[src/rtl/phase_detect_lock_pkg.sv]
package phase_detect_lock_pkg;
  localparam int unsigned PDL_RDIV_W   = 6;
  localparam int unsigned PDL_DIR_KEEP = 4;
  localparam int unsigned PDL_SYNC     = 2;
  localparam int unsigned PDL_RST_DLY  = 1;
  localparam int unsigned PDL_WIN_W    = 6;
  localparam int unsigned PDL_LOCK_CYC = 16;

  typedef enum logic [0:0] {
    SRC_REF = 1'b0,
    SRC_FB  = 1'b1
  } pdl_src_e;

  typedef struct packed {
    logic raise;
    logic lower;
  } pdl_flags_t;
endpackage

[src/rtl/pdl_edge_sync.sv]
module pdl_edge_sync #(
  parameter int unsigned STAGES = 2
) (
  input  logic clk,
  input  logic rst_n,
  input  logic din,
  output logic rise
);
  logic [STAGES:0] sh;

  always_ff @(posedge clk or negedge rst_n) begin
    if (!rst_n) sh <= '0;
    else        sh <= {sh[STAGES-1:0], din};
  end

  assign rise = sh[STAGES-1] & ~sh[STAGES];
endmodule

[src/rtl/pdl_ref_div.sv]
module pdl_ref_div #(
  parameter int unsigned RDIV_W   = 6,
  parameter int unsigned DIR_KEEP = 4
) (
  input  logic              clk,
  input  logic              rst_n,
  input  logic              clr,
  input  logic              ref_rise,
  input  logic [RDIV_W-1:0] r_div,
  input  logic              dir_mode,
  output logic              tick
);
  localparam int unsigned FORCED_W = RDIV_W - DIR_KEEP;

  logic [RDIV_W-1:0] r_eff;
  logic [RDIV_W-1:0] cnt;
  logic              wrap;

  generate
    if (FORCED_W > 0) begin : g_forced
      assign r_eff = dir_mode ? {{FORCED_W{1'b0}}, r_div[DIR_KEEP-1:0]} : r_div;
    end else begin : g_plain
      assign r_eff = r_div;
    end
  endgenerate

  assign wrap = (cnt >= r_eff);
  assign tick = ref_rise & wrap & ~clr;

  always_ff @(posedge clk or negedge rst_n) begin
    if (!rst_n)        cnt <= '0;
    else if (clr)      cnt <= '0;
    else if (ref_rise) cnt <= wrap ? '0 : cnt + 1'b1;
  end
endmodule

[src/rtl/pdl_flags.sv]
module pdl_flags
  import phase_detect_lock_pkg::*;
#(
  parameter int unsigned RST_DLY = 1
) (
  input  logic       clk,
  input  logic       rst_n,
  input  logic       clr,
  input  logic       set_raise,
  input  logic       set_lower,
  output pdl_flags_t flags
);
  localparam int unsigned DLY_W = (RST_DLY < 2) ? 1 : $clog2(RST_DLY + 1);
  localparam logic [DLY_W-1:0] DLY_LAST = DLY_W'(RST_DLY - 1);

  logic [DLY_W-1:0] dly;
  logic             both;
  logic             release_now;

  assign both        = flags.raise & flags.lower;
  assign release_now = both & (dly == DLY_LAST);

  always_ff @(posedge clk or negedge rst_n) begin
    if (!rst_n) begin
      flags <= '0;
      dly   <= '0;
    end else if (clr) begin
      flags <= '0;
      dly   <= '0;
    end else begin
      flags.raise <= (flags.raise & ~release_now) | set_raise;
      flags.lower <= (flags.lower & ~release_now) | set_lower;
      dly         <= (both & ~release_now) ? dly + 1'b1 : '0;
    end
  end
endmodule

[src/rtl/pdl_lock_qual.sv]
module pdl_lock_qual #(
  parameter int unsigned WIN_W    = 6,
  parameter int unsigned LOCK_CYC = 16
) (
  input  logic             clk,
  input  logic             rst_n,
  input  logic             clr,
  input  logic             act,
  input  logic             tick,
  input  logic [WIN_W-1:0] win,
  output logic             locked
);
  localparam int unsigned CNT_W = $clog2(LOCK_CYC + 1);
  localparam logic [CNT_W-1:0] CNT_TOP = CNT_W'(LOCK_CYC);

  logic [WIN_W-1:0] run_len;
  logic [CNT_W-1:0] good;
  logic             dirty;
  logic             viol;
  logic [WIN_W:0]   run_next;

  assign run_next = {1'b0, run_len} + 1'b1;
  assign viol     = act & (run_next >= {1'b0, win});

  always_ff @(posedge clk or negedge rst_n) begin
    if (!rst_n) begin
      run_len <= '0;
      good    <= '0;
      dirty   <= 1'b0;
      locked  <= 1'b0;
    end else if (clr) begin
      run_len <= '0;
      good    <= '0;
      dirty   <= 1'b0;
      locked  <= 1'b0;
    end else begin
      if (!act)                  run_len <= '0;
      else if (!(&run_len))      run_len <= run_len + 1'b1;

      if (viol) begin
        dirty  <= 1'b1;
        good   <= '0;
        locked <= 1'b0;
      end else if (tick) begin
        dirty <= 1'b0;
        if (!dirty) begin
          if (good < CNT_TOP) good <= good + 1'b1;
          if (good + 1'b1 >= CNT_TOP) locked <= 1'b1;
        end
      end
    end
  end
endmodule

[src/rtl/phase_detect_lock.sv]
module phase_detect_lock
  import phase_detect_lock_pkg::*;
#(
  parameter int unsigned RDIV_W   = PDL_RDIV_W,
  parameter int unsigned DIR_KEEP = PDL_DIR_KEEP,
  parameter int unsigned SYNC     = PDL_SYNC,
  parameter int unsigned RST_DLY  = PDL_RST_DLY,
  parameter int unsigned WIN_W    = PDL_WIN_W,
  parameter int unsigned LOCK_CYC = PDL_LOCK_CYC
) (
  input  logic              clk,
  input  logic              rst_n,
  input  logic              fr,
  input  logic              fp,
  input  logic [RDIV_W-1:0] r_div,
  input  logic              dir_mode,
  input  logic              out_en,
  input  logic              pwr_dn,
  input  logic [WIN_W-1:0]  lock_win,
  output logic              up_n,
  output logic              dn_n,
  output logic              activity,
  output logic              fc_tick,
  output logic              locked
);
  localparam int unsigned NSRC = 2;

  logic [NSRC-1:0] raw_in;
  logic [NSRC-1:0] rise;
  pdl_flags_t      flags;
  logic            drive_ok;

  assign raw_in[SRC_REF] = fr;
  assign raw_in[SRC_FB]  = fp;

  generate
    for (genvar g = 0; g < NSRC; g++) begin : g_sync
      pdl_edge_sync #(.STAGES(SYNC)) u_sync (
        .clk  (clk),
        .rst_n(rst_n),
        .din  (raw_in[g]),
        .rise (rise[g])
      );
    end
  endgenerate

  pdl_ref_div #(.RDIV_W(RDIV_W), .DIR_KEEP(DIR_KEEP)) u_div (
    .clk     (clk),
    .rst_n   (rst_n),
    .clr     (pwr_dn),
    .ref_rise(rise[SRC_REF]),
    .r_div   (r_div),
    .dir_mode(dir_mode),
    .tick    (fc_tick)
  );

  pdl_flags #(.RST_DLY(RST_DLY)) u_flags (
    .clk      (clk),
    .rst_n    (rst_n),
    .clr      (pwr_dn),
    .set_raise(fc_tick),
    .set_lower(rise[SRC_FB] & ~pwr_dn),
    .flags    (flags)
  );

  pdl_lock_qual #(.WIN_W(WIN_W), .LOCK_CYC(LOCK_CYC)) u_lock (
    .clk   (clk),
    .rst_n (rst_n),
    .clr   (pwr_dn),
    .act   (flags.raise | flags.lower),
    .tick  (fc_tick),
    .win   (lock_win),
    .locked(locked)
  );

  assign drive_ok = out_en & ~pwr_dn;
  assign up_n     = ~(flags.raise & drive_ok);
  assign dn_n     = ~(flags.lower & drive_ok);
  assign activity = ~(up_n & dn_n);
endmodule

[config.mk]
export PLATFORM = sky130hd
export DESIGN_NAME = phase_detect_lock
export DESIGN_NICKNAME = d
export VERILOG_FILES = /design/src/rtl/phase_detect_lock_pkg.sv /design/src/rtl/pdl_edge_sync.sv /design/src/rtl/pdl_ref_div.sv /design/src/rtl/pdl_flags.sv /design/src/rtl/pdl_lock_qual.sv /design/src/rtl/phase_detect_lock.sv
export SDC_FILE = /design/constraint.sdc
export NUM_CORES = 1
export LEC_CHECK = 0
export CAP_MARGIN = 10
export CORE_MARGIN = 4
export CORE_UTILIZATION = 55
export DETAILED_ROUTE_END_ITERATION = 12
export DONT_BUFFER_PORTS = 1
export PLACE_DENSITY = 0.81
export SYNTH_ARGS = -nofsm -noshare
export SYNTH_HDL_FRONTEND = slang
export SYNTH_SLANG_ARGS = --single-unit
[constraint.sdc]
create_clock -name clk -period 4.74 [get_ports clk]
set_input_delay 0.237 -clock clk [delete_from_list [all_inputs] [get_ports clk]]
set_output_delay 0.237 -clock clk [all_outputs]
set_load 0.01 [all_outputs]
==> impl_results.md <==
- Kind of critical path: flip-flop to output port
- Post-synth net total: just under 200
- Final period util: between 50% and 60%
- IO buf count: 0
- Final setup fails: 0
- Fill count: 242
- Layout net count: just over 200
- Post-CTS sizing: 0
- Area Overhead vs Synth: 6.95%
- Slew @ Worst Pin: 0.626 ns
- Worst R2R Start: u_lock.run_len[0]$_DFFE_PN0P_
- Total GRT Usage: 16.8%
- Mapped Area: roughly 1600 sq um
- Worst Hold Slack: between 0.1 and 0.15 ns
- Leak Pwr: 0.885 nW
- Total number of vias: between 1000 and 1500
- # DRC: 0
- Worst Path Max Fanout: 9
- Endpoint class of the critical path: output port
- Num CTS Buffers: 3
- CTS root buffer: clkbuf_4
- ANT nets after route: 0
- Net Sw Frac: around a quarter
- Routability cong.: about 0.77
- Row count: 19
- Slew Limit Fails: 0
- Largest net degree at the start of global routing: 29
- CP startpoint: u_div.cnt[0]$_DFFE_PN0P_
- Die ar.: about 3800 sq um
- Post-synth top flop: dfrtp_1
- RSZ-0062 raised after global routing: false
- Routed vias/inst: between 5 and 6
- WL final: 2810 um
- Setup Total Neg Slack: 0 ns
- Part of the power in registers: 65.1%
- Die W: around 62 um
- Initial DRT Pass Iterations: 4
- Fin util: approximately 61%
- GRT overflow: 0
- Post-synth EDFFs: 0
- Share of cells above drive strength 1: under 10%
- TritonCTS clock tree: built
- Detailed placer's ending HPWL: 2130 um
- Final Skew: about 0.0081 ns
- Critical path arrival: 2.24 ns
- Maxcap violations: 0
- Worst Hold Class: input port to flip-flop
- Clock Path Buffers: 2
- Final hold violation count: 0
- Seq. cell area: 701 sq um
- Crit path time final: about 2.5 ns
- Register area share after synthesis: 44.2%
- Peak supply drop: about 0.00021 V
- Clock power frac: between 20% and 30%
- Ys async rst share: 100%
- WL/cell: between 10 and 15 um
- Synth Register Bits: 28
- Vert. Die Dim: slightly above 60 um
- Slew headroom: between 50% and 60%
- Worst-skew pair later-pin latency: between 0.3 and 0.4 ns
- Core area: around 2800 sq um
- Comb pwr share: roughly 10%
- Status: finished clean
- Starting Density: 57.4%
- Initial antenna violation count: 0
- Most frequent cells in the layout: dfrtp_1 (28), inv_1 (15), ha_1 (15)
- Unique masters post-synth: 35
- WP data required: ~4.5 ns
- Min-delay src: pwr_dn
- Vias in the first global route: 1083
- YS warnings: 0
- Area of the multi-input gates: around 820 sq um
- I/O pin total: 24
- First-pass GRT wire length: approximately 4700 um
- Internal: about 0.29 mW
- H-tree depth: 1
- DP Area: between 1500 and 2000 sq um
- Clock slew at reported path FFs: ~0.14 ns
- Final Cell Area: between 1500 and 2000 sq um
- Net Switching: slightly above 0.09 mW
- Startpoint Class: flip-flop
- Syn Area/Cell: roughly 9.8 sq um
- Pwr Density: 226 nW/um^2
- Iter 0 DRT Violations: 57
- Clk sink count: 28
- Peak Freq: 403 MHz
- Antenna Cells: 0
- Cells after Synth: roughly 160
- Most common cell after layout, fill and taps aside: dfrtp_1
## timing repair
item | 4_1_cts | 5_1_grt
setup buffers | 0 | 0
hold endpoints to repair | 38 | 0
hold buffers | 5 | 0
## sequential cells by signal (all words and copies together), names as in the netlist
signal	flops
u_flags.flags	2
g_sync.u_sync.sh	6
u_div.cnt	6
u_lock.good	5
u_lock.run_len	6
u_flags.dly	1
u_lock.locked	1
u_lock.dirty	1
## kinds of logic after synthesis
kind of cell	after synthesis	share of synthesized area, %
fa+ha+maj	15	11.8
simple gates	56	19.1
compound gates	32	13.4
buf+inv	18	4.27
mux	3	1.90
flops	28	44.2
other cells	1	0.237
xor+xnor	9	4.98
## path summary, 6_finish.rpt
kind	slack, ns	to	depth (start not counted)
max	2.26	fc_tick	7
min	0.11	u_div.cnt[2]$_DFFE_PN0P_	2
max reg2reg	2.45	u_lock.good[2]$_DFFE_PN0P_	10
min reg2reg	0.37	g_sync[1].u_sync.sh[1]$_DFF_PN0_	0
max in group asynchronous	4.25	u_lock.run_len[1]$_DFFE_PN0P_	2
min in group asynchronous	0.32	g_sync[0].u_sync.sh[0]$_DFF_PN0_	2
## per-layer routing
layer | vias to the layer above | GRT usage, % | share of wire, %
li1 | 571 | - | -
met1 | 542 | 21.6 | 46
met2 | 12 | 28.0 | 51
met3 | 2 | 2.73 | 2.6
met4 | 0 | 6.97 | 0.60
met5 | - | 0 | 0
## per-stage QoR
stage | std cells | worst slack [ns] | total power [mW]
finish | 198 | 2.26 | 0.382
global route | 198 | 2.03 | 0.403
CTS | 198 | 2.22 | 0.389
detailed placement | 190 | 2.45 | 0.283
global placement | 190 | 2.59 | 0.281
floorplan | 162 | 2.67 | 0.278
## cell type report
type	instances	area share (%)
well taps	31	2.29
flip-flops and latches	28	41.4
clock buffers	3	1.33
inverters	15	3.32
repair buffers	5	3.55
multi-input cells	116	48.2
## power groups by stage
stage | combinational [mW] | clock, mW | sequential, mW
6_report | 0.0393 | 0.0942 | 0.249
5_1_grt | 0.0455 | 0.108 | 0.250
3_3_place_gp | 0.0278 | 0 | 0.253
4_1_cts | 0.0400 | 0.0999 | 0.249
3_5_place_dp | 0.0295 | 0 | 0.254
2_1_floorplan | 0.0256 | 0 | 0.252
## critical path, stage by stage (launching register included)
cell      delay [ns]
dfrtp_1         0.43
inv_1           0.06
ha_1            0.26
nand2b_1        0.09
a31oi_1         0.12
o21bai_1        0.54
nand2_1         0.18
nor2_1          0.24
## cell usage after synthesis, types with 2 or more instances
cell / count / area, sq um
a21o_1: 5 / 37.5
a21oi_1: 12 / 60.1
a31oi_1: 4 / 25.0
and3_1: 2 / 12.5
clkbuf_1: 3 / 11.3
dfrtp_1: 28 / 701
ha_1: 15 / 188
inv_1: 15 / 56.3
mux2i_1: 3 / 30.0
nand2_1: 8 / 30.0
nand2b_1: 6 / 37.5
nand3_1: 9 / 45.0
nand3b_1: 2 / 15.0
nor2_1: 14 / 52.6
nor2b_1: 2 / 12.5
nor3_1: 3 / 15.0
o21ai_0: 3 / 15.0
o21bai_1: 2 / 15.0
or2_2: 2 / 12.5
or3_1: 2 / 12.5
xnor2_1: 4 / 35.0
xor2_1: 5 / 43.8
(Power assumes the default switching activity.)
